## src/rtl/fblk_pkg.sv

```systemverilog
package fblk_pkg;

    localparam logic [7:0] CMD_READ_ARRAY = 8'hFF;
    localparam logic [7:0] CMD_READ_ID    = 8'h90;
    localparam logic [7:0] CMD_CLR_STATUS = 8'h50;
    localparam logic [7:0] CMD_ERASE      = 8'h20;
    localparam logic [7:0] CMD_CONFIRM    = 8'hD0;
    localparam logic [7:0] CMD_PROGRAM    = 8'h40;
    localparam logic [7:0] ID_MFR         = 8'hB0;
    localparam logic [7:0] ID_DEV         = 8'h5A;

    typedef enum logic [1:0] {
        ERR_NONE    = 2'd0,
        ERR_ID      = 2'd1,
        ERR_TIMEOUT = 2'd2,
        ERR_VERIFY  = 2'd3
    } fblk_err_e;

    typedef enum logic { XFER_RD = 1'b0, XFER_WR = 1'b1 } xfer_kind_e;

    typedef enum logic [1:0] { PH_IDLE, PH_STROBE, PH_GAP } bus_phase_e;

    typedef enum logic [3:0] {
        S_IDLE, S_RST, S_IDCMD, S_IDMFR, S_IDDEV, S_IDEXIT,
        S_CLR, S_CLRFF, S_ERA1, S_ERA2, S_POLL,
        S_PCMD, S_PDAT, S_VFF, S_VRD
    } seq_state_e;

    typedef struct packed {
        xfer_kind_e kind;
        logic [7:0] wdata;
    } xfer_t;

    function automatic logic dev_ready(input logic [7:0] status);
        return status[7];
    endfunction

endpackage

```

## src/rtl/fblk_bus.sv

```systemverilog
module fblk_bus
    import fblk_pkg::*;
#(
    parameter int ADDR_W      = 16,
    parameter int STROBE_CLKS = 2
) (
    input  logic              clk,
    input  logic              rst,
    input  logic              req,
    input  xfer_t             xfer,
    input  logic [ADDR_W-1:0] xaddr,
    output logic              ack,
    output logic [7:0]        rdata,
    output logic [ADDR_W-1:0] fl_addr,
    output logic [7:0]        fl_dout,
    output logic              fl_ce_n,
    output logic              fl_we_n,
    output logic              fl_oe_n,
    input  logic [7:0]        fl_din
);

    localparam int CNT_W = (STROBE_CLKS > 1) ? $clog2(STROBE_CLKS) : 1;
    localparam logic [CNT_W-1:0] CNT_LAST = CNT_W'(STROBE_CLKS - 1);

    bus_phase_e       phase;
    xfer_kind_e       kind;
    logic [CNT_W-1:0] cnt;

    always_ff @(posedge clk) begin
        if (rst) begin
            phase   <= PH_IDLE;
            kind    <= XFER_RD;
            cnt     <= '0;
            fl_addr <= '0;
            fl_dout <= '0;
            rdata   <= '0;
        end else begin
            case (phase)
                PH_IDLE: begin
                    if (req) begin
                        kind    <= xfer.kind;
                        fl_addr <= xaddr;
                        fl_dout <= xfer.wdata;
                        cnt     <= '0;
                        phase   <= PH_STROBE;
                    end
                end
                PH_STROBE: begin
                    if (cnt == CNT_LAST) begin
                        if (kind == XFER_RD) rdata <= fl_din;
                        phase <= PH_GAP;
                    end else begin
                        cnt <= cnt + 1'b1;
                    end
                end
                default: phase <= PH_IDLE;
            endcase
        end
    end

    assign ack     = (phase == PH_GAP);
    assign fl_ce_n = (phase != PH_STROBE);
    assign fl_we_n = !((phase == PH_STROBE) && (kind == XFER_WR));
    assign fl_oe_n = !((phase == PH_STROBE) && (kind == XFER_RD));

endmodule

```

## src/rtl/fblk_poll_ctr.sv

```systemverilog
module fblk_poll_ctr #(
    parameter int LIMIT = 64
) (
    input  logic clk,
    input  logic rst,
    input  logic clr,
    input  logic inc,
    output logic last
);

    localparam int CW = $clog2(LIMIT + 1);

    logic [CW-1:0] cnt;

    always_ff @(posedge clk) begin
        if (rst || clr) cnt <= '0;
        else if (inc)   cnt <= cnt + 1'b1;
    end

    assign last = (cnt == CW'(LIMIT - 1));

endmodule

```

## src/rtl/fblk_seq.sv

```systemverilog
module fblk_seq
    import fblk_pkg::*;
#(
    parameter int ADDR_W    = 16,
    parameter int BLK_BYTES = 256,
    parameter int OFF_W     = 8
) (
    input  logic              clk,
    input  logic              rst,
    input  logic              start,
    input  logic [ADDR_W-1:0] blk_addr,
    output logic              done,
    output logic              err,
    output fblk_err_e         err_code,
    output logic [OFF_W-1:0]  err_offset,
    output logic [OFF_W-1:0]  buf_addr,
    input  logic [7:0]        buf_data,
    output logic              req,
    output xfer_t             xfer,
    output logic [ADDR_W-1:0] xaddr,
    input  logic              ack,
    input  logic [7:0]        rdata,
    output logic              poll_clr,
    output logic              poll_inc,
    input  logic              poll_last
);

    localparam logic [OFF_W-1:0] LAST_OFF = OFF_W'(BLK_BYTES - 1);

    seq_state_e        state;
    logic [ADDR_W-1:0] base;
    logic [OFF_W-1:0]  off;
    logic              second_pass;
    logic              id_ok;
    logic              programming;
    logic [ADDR_W-1:0] byte_addr;

    assign byte_addr = base + ADDR_W'(off);
    assign buf_addr  = off;
    assign poll_clr  = ack && ((state == S_ERA2) || (state == S_PDAT));
    assign poll_inc  = ack && (state == S_POLL) && !dev_ready(rdata);

    always_comb begin
        req        = 1'b1;
        xfer.kind  = XFER_WR;
        xfer.wdata = CMD_READ_ARRAY;
        xaddr      = base;
        case (state)
            S_IDCMD: xfer.wdata = CMD_READ_ID;
            S_IDMFR: begin xfer.kind = XFER_RD; xaddr = '0; end
            S_IDDEV: begin xfer.kind = XFER_RD; xaddr = ADDR_W'(1); end
            S_CLR:   xfer.wdata = CMD_CLR_STATUS;
            S_ERA1:  xfer.wdata = CMD_ERASE;
            S_ERA2:  xfer.wdata = CMD_CONFIRM;
            S_POLL:  xfer.kind = XFER_RD;
            S_PCMD:  xfer.wdata = CMD_PROGRAM;
            S_PDAT:  begin xfer.wdata = buf_data; xaddr = byte_addr; end
            S_VRD:   begin xfer.kind = XFER_RD; xaddr = byte_addr; end
            S_RST, S_IDEXIT, S_CLRFF, S_VFF: ;
            default: req = 1'b0;
        endcase
    end

    always_ff @(posedge clk) begin
        if (rst) begin
            state       <= S_IDLE;
            base        <= '0;
            off         <= '0;
            second_pass <= 1'b0;
            id_ok       <= 1'b0;
            programming <= 1'b0;
            done        <= 1'b0;
            err         <= 1'b0;
            err_code    <= ERR_NONE;
            err_offset  <= '0;
        end else begin
            done <= 1'b0;
            if (state == S_IDLE) begin
                if (start) begin
                    base        <= blk_addr;
                    off         <= '0;
                    second_pass <= 1'b0;
                    programming <= 1'b0;
                    err         <= 1'b0;
                    err_code    <= ERR_NONE;
                    err_offset  <= '0;
                    state       <= S_RST;
                end
            end else if (ack) begin
                case (state)
                    S_RST:   state <= S_IDCMD;
                    S_IDCMD: state <= S_IDMFR;
                    S_IDMFR: begin
                        id_ok <= (rdata == ID_MFR);
                        state <= S_IDDEV;
                    end
                    S_IDDEV: begin
                        id_ok <= id_ok && (rdata == ID_DEV);
                        state <= S_IDEXIT;
                    end
                    S_IDEXIT: begin
                        if (!id_ok) begin
                            done     <= 1'b1;
                            err      <= 1'b1;
                            err_code <= ERR_ID;
                            state    <= S_IDLE;
                        end else if (!second_pass) begin
                            second_pass <= 1'b1;
                            state       <= S_IDCMD;
                        end else begin
                            state <= S_CLR;
                        end
                    end
                    S_CLR:   state <= S_CLRFF;
                    S_CLRFF: state <= S_ERA1;
                    S_ERA1:  state <= S_ERA2;
                    S_ERA2:  state <= S_POLL;
                    S_POLL: begin
                        if (dev_ready(rdata)) begin
                            if (!programming) begin
                                programming <= 1'b1;
                                state       <= S_PCMD;
                            end else if (off == LAST_OFF) begin
                                off   <= '0;
                                state <= S_VFF;
                            end else begin
                                off   <= off + 1'b1;
                                state <= S_PCMD;
                            end
                        end else if (poll_last) begin
                            done       <= 1'b1;
                            err        <= 1'b1;
                            err_code   <= ERR_TIMEOUT;
                            err_offset <= off;
                            state      <= S_IDLE;
                        end
                    end
                    S_PCMD: state <= S_PDAT;
                    S_PDAT: state <= S_POLL;
                    S_VFF:  state <= S_VRD;
                    S_VRD: begin
                        if (rdata != buf_data) begin
                            done       <= 1'b1;
                            err        <= 1'b1;
                            err_code   <= ERR_VERIFY;
                            err_offset <= off;
                            state      <= S_IDLE;
                        end else if (off == LAST_OFF) begin
                            done  <= 1'b1;
                            state <= S_IDLE;
                        end else begin
                            off <= off + 1'b1;
                        end
                    end
                    default: state <= S_IDLE;
                endcase
            end
        end
    end

endmodule

```

## src/rtl/fblk_prog_seq.sv

```systemverilog
module fblk_prog_seq
    import fblk_pkg::*;
#(
    parameter int ADDR_W      = 16,
    parameter int BLK_BYTES   = 256,
    parameter int STROBE_CLKS = 2,
    parameter int POLL_LIMIT  = 64
) (
    input  logic                         clk,
    input  logic                         rst,
    input  logic                         start,
    input  logic [ADDR_W-1:0]            blk_addr,
    output logic                         done,
    output logic                         err,
    output logic [1:0]                   err_code,
    output logic [$clog2(BLK_BYTES)-1:0] err_offset,
    output logic [$clog2(BLK_BYTES)-1:0] buf_addr,
    input  logic [7:0]                   buf_data,
    output logic [ADDR_W-1:0]            fl_addr,
    output logic [7:0]                   fl_dout,
    input  logic [7:0]                   fl_din,
    output logic                         fl_ce_n,
    output logic                         fl_we_n,
    output logic                         fl_oe_n
);

    localparam int OFF_W = $clog2(BLK_BYTES);

    xfer_t             xfer;
    logic              req;
    logic              ack;
    logic [ADDR_W-1:0] xaddr;
    logic [7:0]        rdata;
    logic              poll_clr;
    logic              poll_inc;
    logic              poll_last;
    fblk_err_e         code_e;

    assign err_code = code_e;

    fblk_seq #(
        .ADDR_W(ADDR_W), .BLK_BYTES(BLK_BYTES), .OFF_W(OFF_W)
    ) u_seq (
        .clk(clk), .rst(rst), .start(start), .blk_addr(blk_addr),
        .done(done), .err(err), .err_code(code_e), .err_offset(err_offset),
        .buf_addr(buf_addr), .buf_data(buf_data),
        .req(req), .xfer(xfer), .xaddr(xaddr), .ack(ack), .rdata(rdata),
        .poll_clr(poll_clr), .poll_inc(poll_inc), .poll_last(poll_last)
    );

    fblk_bus #(
        .ADDR_W(ADDR_W), .STROBE_CLKS(STROBE_CLKS)
    ) u_bus (
        .clk(clk), .rst(rst), .req(req), .xfer(xfer), .xaddr(xaddr),
        .ack(ack), .rdata(rdata),
        .fl_addr(fl_addr), .fl_dout(fl_dout), .fl_ce_n(fl_ce_n),
        .fl_we_n(fl_we_n), .fl_oe_n(fl_oe_n), .fl_din(fl_din)
    );

    fblk_poll_ctr #(
        .LIMIT(POLL_LIMIT)
    ) u_poll (
        .clk(clk), .rst(rst), .clr(poll_clr), .inc(poll_inc), .last(poll_last)
    );

endmodule

```

## config.mk

```make
export PLATFORM = sky130hd
export DESIGN_NAME = fblk_prog_seq
export DESIGN_NICKNAME = d
export VERILOG_FILES = /design/src/rtl/fblk_pkg.sv /design/src/rtl/fblk_bus.sv /design/src/rtl/fblk_poll_ctr.sv /design/src/rtl/fblk_seq.sv /design/src/rtl/fblk_prog_seq.sv
export SDC_FILE = /design/constraint.sdc
export NUM_CORES = 1
export LEC_CHECK = 0
export BUFFER_PORTS_ARGS = -buffer_cell sky130_fd_sc_hd__buf_4
export CORE_UTILIZATION = 35
export DETAILED_ROUTE_END_ITERATION = 16
export MAX_ROUTING_LAYER = met4
export SYNTH_ARGS = -nofsm -noshare
export SYNTH_HDL_FRONTEND = slang
export SYNTH_SLANG_ARGS = --single-unit
```

## constraint.sdc

```tcl
create_clock -name clk -period 5.6 [get_ports clk]
set_input_delay 1.12 -clock clk [delete_from_list [all_inputs] [get_ports clk]]
set_output_delay 1.12 -clock clk [all_outputs]
set_load 0.005 [all_outputs]
```

## Word level (Yosys, flattened, before mapping)

Cells that the tools add are included.

| operators by class | value |
|---|---|
| $add $sub $neg | 4 |
| bitwise logic cells | 3 |
| reductions and logical operators | 39 |
| mux-type cells | 68 |
| eq/ne operators | 35 |

Operator list:

| kind | count |
|---|---|
| 8-bit two-way mux | 13 |
| 4-bit case mux with 13 select lines | 1 |
| 16-bit case mux with 3 select lines | 1 |
| 8-bit case mux with 6 select lines | 1 |
| 4-bit two-way mux | 9 |
| 8-bit case mux with 2 select lines | 2 |
| 4-bit == test, second input constant | 7 |
| 1-bit two-way mux | 24 |
| 2-bit two-way mux | 9 |
| 16-bit by 8-bit adder with 16-bit output | 1 |
| 4-bit by 3-bit == test with 1-bit output, second input constant | 4 |
| 8-bit == test, second input constant | 2 |
| 7-bit AND reduction | 2 |
| 2-bit nonzero test | 7 |
| 14-bit OR reduction | 1 |
| 3-bit by 2-bit != test with 1-bit output, second input constant | 4 |
| 4-bit AND reduction | 3 |
| 3-bit != test, second input constant | 3 |
| 8-bit by 1-bit adder with 8-bit output, second input constant | 1 |
| 4-bit by 2-bit == test with 1-bit output, second input constant | 2 |
| 8-bit by 7-bit == test with 1-bit output, second input constant | 1 |
| 8-bit != test | 1 |
| 2-bit AND reduction | 4 |
| 7-bit by 1-bit adder with 7-bit output, second input constant | 1 |
| other kinds (28) | 45 |

| storage, ports and cells | value |
|---|---|
| register bits after elaboration | 86 |
| input bits | 35 |
| logic and storage cells | 166 |

## Depth between registers and ports, before layout

Gate-level depths: netlist of the first run.

| logic depth | value |
|---|---|
| depth after elaboration | 7 |
| mapped depth | 9 |

## By module

Synthesis of the first run repeated with hierarchy kept, for this count alone.

| second synthesis, totals | value |
|---|---|
| cell total of the unflattened synthesis | 578 |
| area, all modules | 4815.9 µm² |

By module, submodules not included:

| module | area an instance (µm²) | times used | seq. area each (µm²) | cells an instance |
|---|---|---|---|---|
| fblk_seq | 2866.5 | 1 | 860.8 | 385 |
| fblk_bus | 1640.3 | 1 | 720.7 | 158 |
| fblk_poll_ctr | 309.0 | 1 | 140.1 | 35 |

## Worst setup path before layout of the first run

No wires, ideal clock.

| timing | value |
|---|---|
| kind | input port to flip-flop |
| start | input port buf_data[1] |
| end | register u_seq.off[5] (netlist: u_seq.buf_addr[5]) |
| arrival | 2322 ps |
| required time | 5465 ps |
| cell stages on the path | 6 |
| setup time | 135 ps |
| setup slack | 3143 ps |
| buffers on the path | 0 |
| cells stage by stage | xnor2_1 -> nand4_1 -> nor4_4 -> nor2_4 -> o311ai_0 -> o41ai_1 |

| on the way | value |
|---|---|
| longest elaborated chain between the ends | 3 |

RTL lines:

| element | RTL line | text |
|---|---|---|
| start, declared | fblk_prog_seq.sv:18 | `input logic [7:0] buf_data,` |
| 8-bit != test | fblk_seq.sv:142 | `if (rdata != buf_data) begin` |
| 3-bit by 2-bit != test with 1-bit output (no line) | - |  |
| 7-bit AND reduction (no line) | - |  |
| end signal, assigned | fblk_seq.sv:127 | `off <= off + 1'b1;` |
| end signal, assigned | fblk_seq.sv:152 | `off <= off + 1'b1;` |
| end, declared | fblk_seq.sv:32 | `logic [OFF_W-1:0] off;` |

Every way passes these cells.
A chain may end at the register's enable or synchronous reset.

## Final worst setup path of the first run

| timing | value |
|---|---|
| start | register u_seq.state[3] |
| end | register u_seq.err_offset[2] |

| on the way | value |
|---|---|
| longest elaborated chain between the ends | 4 |

RTL lines:

| element | RTL line | text |
|---|---|---|
| start, declared | fblk_seq.sv:30 | `seq_state_e state;` |
| start signal, assigned | fblk_seq.sv:66 | `state <= S_IDLE;` |
| start signal, assigned | fblk_seq.sv:87 | `state <= S_RST;` |
| start signal, assigned | fblk_seq.sv:91 | `S_RST: state <= S_IDCMD;` |
| 4-bit == test | fblk_seq.sv:90 | `case (state)` |
| 8-bit case mux with 2 select lines | fblk_seq.sv:90 |  |
| 8-bit two-way mux | fblk_seq.sv:89 | `end else if (ack) begin` |
| 8-bit two-way mux | fblk_seq.sv:78 | `if (state == S_IDLE) begin` |
| end signal, assigned | fblk_seq.sv:75 | `err_offset <= '0;` |
| end signal, assigned | fblk_seq.sv:86 | `err_offset <= '0;` |
| end signal, assigned | fblk_seq.sv:134 | `err_offset <= off;` |
| end, declared | fblk_seq.sv:15 | `output logic [OFF_W-1:0] err_offset,` |

Parallel ways exist; a longest one is shown, timed or not. The select of a mux whose other input is x is not followed.

==> out/results.md, run 1 <==
• **distinct cell type count after synthesis** 69
• **clock tree from TritonCTS** yes
• **Static Leak** 2.11 nW
• **cells on worst reg2reg path** 5
• **count of synthesis-stage warnings from yosys** 0
• **H-tree level count** 3
• **crit path to** u_seq.err_offset[2]
• **ys async rst share** 0%
• **ratio of cells with drive above 1 in the final layout** 19.5%
• **number of failing setup endpoints in the final timing report** 0
• **synthesized instance count** 545
• **achievable frequency** 0.343 GHz
• **kind of start point of the critical path** register
• **worst-case register-to-register setup slack** 2690 ps
• **Reg2Reg Capture Point** u_seq.err_offset[2]
• **placeable core area** 0.0126 mm^2
• **clock latency on the worst-skew pair** 350 ps
• **via count normalized by instance count** 5.25
• **clock sink total** 86
• **crit-path cells** nor4_4 -> and2_1 -> o211ai_1 -> a21oi_4 -> mux2i_1
• **critical path's slowest cell** and2_1
• **drt first pass iters** 4
• **portion of synthesized cell area occupied by the leading cell type** 38.3%
• **post-CTS resize count** 0
• **number of synthesized register bits** 86
• **share of the yosys chip area belonging to registers** 38.3%
• **final estimated routing congestion in global placement** 0.874
• **Area growth syn-to-layout** 22.4%
• **clock period minus worst slack** 2910 ps
• **synth cell count leaders** dfxtp_1 (86), nand2_1 (76), nor2_1 (67)
• **antenna violations before repair** 0
• **routed length per placed instance** 15.3 um
• **vias post-DR** 4128
• **startpoint of the worst-slack reg-to-reg timing path** u_seq.state[3]
• **cell types occupying the most area after synthesis** dfxtp_1 (38%), nand2_1 (6.4%), nor2_1 (5.6%), a21oi_1 (4.8%), mux2i_1 (4.7%)
• **leftover overflow at the end of global routing** 0
• **floorplan die height** 115 um
• **average cell area after synthesis** 8.24 um^2
• **floorplan die area** 0.0133 mm^2
• **final number of max-transition violations** 0
• **die extent in x** 115 um
• **estimated wirelength of the detail-placed design** 8.69 mm
• **total routed wirelength** 12.0 mm
• **most numerous cell in the Yosys netlist** dfxtp_1
• **number of buffers inserted during clock tree synthesis** 9
• **number of nets produced by synthesis** 591
• **Worst IR Drop VDD** 194 uV
• **nets** 655
• **Max Fanout on Critical Path** 25
• **Core Rows** 41
• **CP Data Required Time** 5870 ps
• **post-synth design cell area** 0.00449 mm^2
• **critical path class** reg -> reg
• **run status** completed
• **Critical Path Stages** 5
• **CTS max path bufs** 2
• **Worst Max-Slew Pin Slew** 997 ps
• **antenna cells** 0
• **Crit. Startpoint** u_seq.state[3]
• **clk root buf** clkbuf_16
• **remaining antenna violation count** 0
• **post-CTS setup-driven buffer insertion count** 0
• **count of hold-fix buffers inserted at cts** 0
• **first-pass GRT wire length** 19.3 mm
• **Top-Level Pins** 82
• **Power Density** 348 mW/mm^2
• **class of the tightest hold or removal check** reg -> reg
• **count of buffering cells on the critical path with inverters included** 0
• **Setup TNS** 0 ps
• **share of the clock period used by the worst path after layout** 52.0%
• **kind of cell with the highest combined delay on the critical path** simple AND/OR/NAND/NOR gates
• **via count of the first global-routing pass** 3979
• **starting DRC count in detailed routing** 219
• **tightest slew margin relative to the limit** 33.4%
• **clock input transition at the sequential cells of the worst setup and hold paths** 60 ps
• **maximum number of pins on one net before global-route repair** 75
• **largest area contributor in the netlist** dfxtp_1
• **number of enable flip-flop cells after synthesis** 0
• **delay of the slowest cell on the worst path** 760 ps
• **Hold WS** 467 ps
• **GRT Overall Usage** 19.4%
• **endpoint kind of the worst setup timing path** register
• **initial standard-cell utilization of the core** 35.7%
• **Setup Skew** 5.58 ps
• **unrepaired setup endpoints after global routing** no
• **count of filler cells inserted in the layout** 1285
• **MaxCap Viol Count** 0
• **count of unresolved DRC violations after routing** 0
• **buffers added on ports** 81
• **Final Hold Vio Count** 0
• **arrival time worst endpoint** 3190 ps
• **top flip-flop cell by instance count after synthesis** dfxtp_1
==> report_power, final <==
group | leakage (nW) | internal [mW] | total, mW | switching (mW)
Combinational | 1.26 | 0.242 | 0.526 | 0.284
Clock | 0.148 | 0.356 | 0.604 | 0.248
Sequential | 0.701 | 0.697 | 0.785 | 0.0879
Total | 2.11 | 1.29 | 1.91 | 0.620
==> worst register-to-register path: cells and delay by family, from the launching register on <==
family          cells  cell delay (ps)
compound gates      2              680
flops               1              590
mux                 1              260
simple gates        2             1320
==> final cells by class <==
cell class	instances	area [um^2]	area share (%)
multi-input cells	424	2620	47.7
flip-flops and latches	86	1720	31.3
repair buffers	82	616	11.2
clock buffers	10	239	4.35
well taps	172	215	3.92
clock inverters	6	61.3	1.12
inverters	6	22.5	0.410
==> worst min-delay path by stage <==
| stage | cells past startpoint | slack, ps | to | start |
|---|---|---|---|---|
| after global placement | 2 | 450 | u_bus.fl_addr[9] | u_bus.fl_addr[9] |
| after CTS | 2 | 470 | u_bus.fl_addr[8] | u_bus.fl_addr[8] |
| after global routing | 2 | 500 | u_bus.fl_addr[11] | u_bus.fl_addr[11] |
| after floorplan | 2 | 440 | u_seq.second_pass | u_seq.second_pass |
| after detailed placement | 2 | 450 | u_bus.fl_addr[8] | u_bus.fl_addr[8] |
| final | 2 | 470 | u_bus.fl_addr[9] | u_bus.fl_addr[9] |
==> flip-flops by register name, indices dropped and copies added, names as in the netlist <==
name / count
u_seq.done: 1
u_seq.err: 1
u_seq.err_code: 2
u_seq.id_ok: 1
u_seq.buf_addr: 8
u_bus.fl_dout: 8
u_seq.base: 16
u_bus.cnt: 1
u_bus.rdata: 8
u_poll.cnt: 7
u_bus.kind: 1
u_bus.fl_addr: 16
u_seq.state: 4
u_seq.err_offset: 8
u_bus.phase: 2
u_seq.second_pass: 1
u_seq.programming: 1
==> cell families after synthesis <==
group | synth area share, %
simple gates | 26.2
flops | 38.3
fa+ha+maj | 3.23
xor+xnor | 4.88
compound gates | 18.2
buf+inv | 3.29
mux | 5.93
==> layout by cell type, fill, tap and decap left out, types with 7 or more instances in the layout <==
master,instances
dfxtp_1,86
buf_4,82
nand2_1,76
nor2_1,67
a21oi_1,43
mux2i_1,21
xnor2_1,20
o21ai_0,20
a211oi_1,17
nand2b_1,16
nand3_1,13
nor3_1,12
ha_1,10
clkbuf_16,9
nand4_1,8
nor2b_1,7
or3_1,7
and3_1,7
==> through the flow <==
stage                     instances  total power, mW  instance area, um^2  util, %  worst slack, ps
after detailed placement        770             1.33                 5200     41.3             2650
after global placement          770             1.32                 5200     41.3             2780
final                           786             1.91                 5500     43.7             2690
after CTS                       786             1.94                 5500     43.7             2660
after global routing            786             2.04                 5500     43.7             2440
after floorplan                 545             1.13                 4490        -             3140
==> per-layer routing <==
metal / routed length, um / vias to the layer above / track usage (%) / part of all wire, %
met3: 648 / 19 / 4.96 / 5.4
met4: 204 / 0 / 6.67 / 1.7
met1: 5270 / 1914 / 22.7 / 44
met2: 5890 / 132 / 32.2 / 49
met5: 0 / - / - / 0
li1: - / 2063 / - / -
Note: power is estimated with default switching activity, not from simulation.
==> run 2: changes to the inputs <==
clock period = 3.05 ns   (was 5.6 ns; I/O delays follow)
==> run 2 against run 1 <==
Against the previous run: utilization increased by 0.42 points; final cell count increased by 0.64%; final area increased by 0.96%; critical path type unchanged; via count increased by 0.22%; count of clock-buffer cells in the layout unchanged; non-clock buffer count increased by 5; critical endpoint is now u_bus.fl_addr[1]; global-route usage about the same; sequential power increased by 81%; worst hold slack got worse by 4.3 ps; routed wire length decreased by 1.9%; clock power increased by 97%; highest routed layer unchanged; largest cell class unchanged; sequential share of layout area decreased by 0.30 points.
==> out/results.md, run 2 (same netlist as run 1, synthesis figures left out) <==
• **Core Rows** 41
• **Area growth syn-to-layout** 23.6%
• **maximum number of pins on one net before global-route repair** 75
• **Hold Path Origin** u_seq.err
• **nets** 660
• **Final Hold Vio Count** 0
• **kind of start point of the critical path** register
• **GRT Overall Usage** 19.4%
• **CTS max path bufs** 2
• **DP Cell Count** 775
• **worst-case register-to-register setup slack** 520 ps
• **most common cell after layout, fill and taps aside** buf_4
• **antenna violations before repair** 0
• **estimated wirelength of the detail-placed design** 8.56 mm
• **number of failing setup endpoints in the final timing report** 0
• **clock input transition at the sequential cells of the worst setup and hold paths** 60 ps
• **ratio of cells with drive above 1 in the final layout** 20.0%
• **end point of the worst hold path** u_seq.err
• **post-CTS setup-driven buffer insertion count** 0
• **clock sink total** 86
• **final number of max-transition violations** 0
• **MaxCap Viol Count** 0
• **achievable frequency** 0.395 GHz
• **kind of cell with the highest combined delay on the critical path** simple AND/OR/NAND/NOR gates
• **Setup WS post-layout** 518 ps
• **die extent in x** 115 um
• **startpoint of the worst-slack reg-to-reg timing path** u_seq.state[1]
• **drt first pass iters** 4
• **Worst IR Drop VDD** 230 uV
• **H-tree level count** 3
• **top library cells by usage in the layout, fill and taps aside** buf_4 (87), dfxtp_1 (86), nand2_1 (76), nor2_1 (67), a21oi_1 (43)
• **CP Data Required Time** 3300 ps
• **Setup TNS** 0 ps
• **Worst Max-Slew Pin Slew** 782 ps
• **area taken by flip-flops and latches** 0.00172 mm^2
• **vias post-DR** 4137
• **clock latency on the worst-skew pair** 360 ps
• **floorplan die area** 0.0133 mm^2
• **final estimated routing congestion in global placement** 0.856
• **critical path class** reg -> reg
• **Max Fanout on Critical Path** 21
• **count of filler cells inserted in the layout** 1290
• **buffers added on ports** 81
• **routed length per placed instance** 14.9 um
• **number of instances on the worst hold path** 2
• **delay of the slowest cell on the worst path** 760 ps
• **via count normalized by instance count** 5.23
• **initial standard-cell utilization of the core** 35.7%
• **floorplan die height** 115 um
• **Hold WS** 463 ps
• **Reg2Reg Capture Point** u_bus.fl_addr[1]
• **placeable core area** 0.0126 mm^2
• **count of unresolved DRC violations after routing** 0
• **Setup Skew** 10.6 ps
• **critical path's slowest cell** dfxtp_1
• **class of the tightest hold or removal check** reg -> reg
• **endpoint kind of the worst setup timing path** register
• **antenna cells** 0
• **total routed wirelength** 11.8 mm
• **starting DRC count in detailed routing** 185
• **unrepaired setup endpoints after global routing** no
• **crit-path cells** or4_1 -> and3_1 -> buf_4 -> nor2_1 -> a311oi_1
• **registers with the most flip-flops** u_bus.fl_addr x16, u_seq.base x16
• **leftover overflow at the end of global routing** 0
• **remaining antenna violation count** 0
• **number of buffers inserted during clock tree synthesis** 9
• **Final Non-Filler Cells** 791
• **count of buffering cells on the critical path with inverters included** 1
• **Static Leak** 2.14 nW
• **first-pass GRT wire length** 19.2 mm
• **share of the clock period used by the worst path after layout** 83.0%
• **clock tree from TritonCTS** yes
• **multi-input logic area** 0.00262 mm^2
• **arrival time worst endpoint** 2790 ps
• **cells on worst reg2reg path** 5
• **clk root buf** clkbuf_16
• **run status** completed
• **tightest slew margin relative to the limit** 47.8%
• **clock period minus worst slack** 2530 ps
• **via count of the first global-routing pass** 3970
• **Power Density** 651 mW/mm^2
• **dpl ws** 550 ps
• **count of hold-fix buffers inserted at cts** 0
• **Top-Level Pins** 82
• **post-CTS resize count** 0
-- run 2: changes by cell type in the layout (fill, tap and decap cells not counted), sizes merged --
cell,before,now
buf,82,87
bufinv,1,2
clkinv,4,3
-- run 2: worst max-delay path by stage --
stage	from	end	depth (start not counted)
2_1_floorplan	u_seq.buf_addr[0]	u_bus.fl_addr[12]	8
3_3_place_gp	u_seq.state[1]	u_bus.fl_addr[1]	5
3_5_place_dp	u_seq.state[1]	u_bus.fl_addr[1]	5
4_1_cts	u_seq.state[1]	u_bus.fl_addr[1]	5
5_1_grt	u_seq.state[1]	u_bus.fl_addr[1]	5
6_report	u_seq.state[1]	u_bus.fl_addr[1]	5
-- run 2: where the power goes --
group	leakage [nW]	internal, mW	switching [mW]
combinational	1.29	0.458	0.544
clock	0.152	0.716	0.475
sequential	0.701	1.28	0.141
-- run 2: worst reg2reg max path: stages, from the launching register on --
cell and delay, ps:
dfxtp_1 760, or4_1 340, and3_1 710, buf_4 300, nor2_1 50, a311oi_1 260
-- run 2: final cells by class --
class | count | share of cell area, %
clock buffer | 10 | 4.13
clock inverter | 6 | 1.56
inverter | 6 | 0.406
multi-input combinational | 424 | 47.2
sequential | 86 | 31.0
tap | 172 | 3.88
timing repair buffer | 87 | 11.8
-- run 2: stage by stage --
step                cell area (um^2)  power, mW  util (%)
global route                    5550       3.84      44.2
CTS                             5550       3.65      44.2
floorplan                       4490       2.07         -
global placement                5230       2.44      41.6
finish                          5550       3.61      44.2
detailed placement              5230       2.46      41.6
-- run 2: routing by layer --
metal / wire length (um) / GRT usage (%) / up-vias
met2: 5680 / 31.8 / 88
met1: 5300 / 22.7 / 1957
met5: 0 / - / -
met4: 286 / 9.18 / 0
met3: 524 / 4.01 / 18
li1: - / - / 2074
==> run 3: changes to the inputs <==
clock period = 2.5 ns   (was 3.05 ns; I/O delays follow)
==> run 3 against run 2 <==
Against the previous run: worst hold slack lost 67 ps; fmax grew 7.4%; combinational power grew 29%; clock skew shrank 3.7 ps; first-iteration DRC count grew 43%; worst setup slack lost 380 ps; final area grew 1.3%; utilization grew 0.57 points; non-clock buffer count grew 15; clock power grew 3%; count of clock-buffer cells in the layout grew 4; sequential power grew 21%; largest cell class unchanged; highest routed layer unchanged.
==> out/results.md, run 3 (same netlist as run 1, synthesis figures left out) <==
• **Top-Level Pins** 82
• **Power Density** 754 mW/mm^2
• **achievable frequency** 0.424 GHz
• **Hold WS** 396 ps
• **drt first pass iters** 4
• **number of failing setup endpoints in the final timing report** 0
• **via count of the first global-routing pass** 4048
• **startpoint of the worst-slack reg-to-reg timing path** u_seq.buf_addr[0]
• **vias post-DR** 4144
• **CTS max path bufs** 2
• **most common cell after layout, fill and taps aside** buf_4
• **count of unresolved DRC violations after routing** 0
• **Hold Path Origin** fl_din[2]
• **clock input transition at the sequential cells of the worst setup and hold paths** 60 ps
• **delay of the slowest cell on the worst path** 370 ps
• **routed length per placed instance** 14.9 um
• **antenna violations before repair** 0
• **H-tree level count** 3
• **kind of start point of the critical path** register
• **CP Data Required Time** 2710 ps
• **leftover overflow at the end of global routing** 0
• **dpl ws** 157 ps
• **unrepaired setup endpoints after global routing** no
• **Static Leak** 2.20 nW
• **Pwr Total** 4.24 mW
• **number of instances on the worst hold path** 3
• **critical path class** reg -> reg
• **maximum number of pins on one net before global-route repair** 55
• **starting DRC count in detailed routing** 264
• **Setup WS post-layout** 142 ps
• **buffers added on ports** 81
• **clk root buf** clkbuf_16
• **clock period minus worst slack** 2360 ps
• **remaining antenna violation count** 0
• **Worst IR Drop VDD** 285 uV
• **total routed wirelength** 12.0 mm
• **MaxCap Viol Count** 0
• **final design area excluding fillers** 0.00562 mm^2
• **via count normalized by instance count** 5.15
• **Area growth syn-to-layout** 25.2%
• **Setup TNS** 0 ps
• **kind of cell with the highest combined delay on the critical path** compound AO/OA/AOI/OAI gates
• **antenna cells** 0
• **placeable core area** 0.0126 mm^2
• **registers with the most flip-flops** u_bus.fl_addr x16, u_seq.base x16
• **final number of max-transition violations** 0
• **Crit. Startpoint** u_seq.buf_addr[0]
• **initial standard-cell utilization of the core** 35.7%
• **estimated wirelength of the detail-placed design** 9.01 mm
• **clock latency on the worst-skew pair** 340 ps
• **number of buffers inserted during clock tree synthesis** 9
• **arrival time worst endpoint** 2570 ps
• **ratio of cells with drive above 1 in the final layout** 21.6%
• **cells on worst reg2reg path** 8
• **nets** 675
• **die extent in x** 115 um
• **count of buffering cells on the critical path with inverters included** 1
• **Worst Max-Slew Pin Slew** 580 ps
• **end point of the worst hold path** u_bus.rdata[2]
• **Final Hold Vio Count** 0
• **first-pass GRT wire length** 19.7 mm
• **clock tree from TritonCTS** yes
• **crit-path cells** buf_4 -> ha_1 -> and3_1 -> a311o_1 -> nor4_4 -> nor2_4 -> o311ai_0 -> o41ai_1
• **worst-case register-to-register setup slack** 140 ps
• **share of the clock period used by the worst path after layout** 94.3%
• **Core Rows** 41
• **post-CTS setup-driven buffer insertion count** 0
• **area post-placement** 0.00535 mm^2
• **endpoint kind of the worst setup timing path** register
• **Reg2Reg Capture Point** u_seq.buf_addr[5]
• **run status** completed
• **final estimated routing congestion in global placement** 0.899
• **floorplan die height** 115 um
• **Setup Skew** 6.94 ps
• **Max Fanout on Critical Path** 8
• **critical path's slowest cell** a311o_1
• **GRT Overall Usage** 19.7%
• **floorplan die area** 0.0133 mm^2
• **tightest slew margin relative to the limit** 61.2%
• **top library cells by usage in the layout, fill and taps aside** buf_4 (102), dfxtp_1 (86), nand2_1 (76), nor2_1 (67), a21oi_1 (43)
• **clock sink total** 86
• **class of the tightest hold or removal check** in -> reg
==> run 3: cell count changes in the layout (fill, tap and decap cells not counted), sizes merged <==
cell,before,now
bufinv,2,0
buf,87,102
clkinv,3,1
clkbuf,10,14
clkinvlp,1,0
==> run 3: report_power, final <==
group	leakage (nW)	total, mW	internal, mW	switching [mW]
sequential	0.701	1.72	1.56	0.160
clock	0.133	1.23	0.722	0.508
combinational	1.37	1.29	0.597	0.689
==> run 3: per-layer routing <==
layer	up-vias	global-route usage (%)	wire length, um
met5	-	-	0
met4	0	7.79	255
met3	21	3.74	531
met2	108	33.0	5800
met1	1916	23.2	5410
li1	2099	-	-
==> run 3: cell type report <==
class                      count  area, um^2
clock buffer                  14         264
clock inverter                 1        5.00
fill                        1263        6950
inverter                       6        22.5
multi-input combinational    424        2630
sequential                    86        1720
tap                          172         215
timing repair buffer         102         766
==> run 3: worst max-delay path by stage <==
stage,end,depth (start not counted),slack (ps)
after floorplan,u_bus.fl_addr[12],8,350
after global placement,u_bus.fl_addr[15],7,170
after detailed placement,u_bus.fl_addr[15],7,160
after CTS,u_bus.fl_addr[15],7,130
after global routing,u_bus.fl_addr[12],8,10
final,u_seq.buf_addr[5],8,140
==> run 3: repair_timing <==
action	CTS	global route
hold buffers	0	0
endpoints found under the setup margin	0	1
gates resized for setup	0	1
==> run 3: stage by stage <==
| stage | cells | util, % |
|---|---|---|
| floorplan | 545 | - |
| global placement | 790 | 42.5 |
| detailed placement | 790 | 42.5 |
| CTS | 805 | 44.7 |
| global route | 805 | 44.7 |
| finish | 805 | 44.7 |
==> run 3: tightest hold or removal path: stages <==
cell     delay (ps)
buf_4            80
mux2i_1          50
nor2_1           70
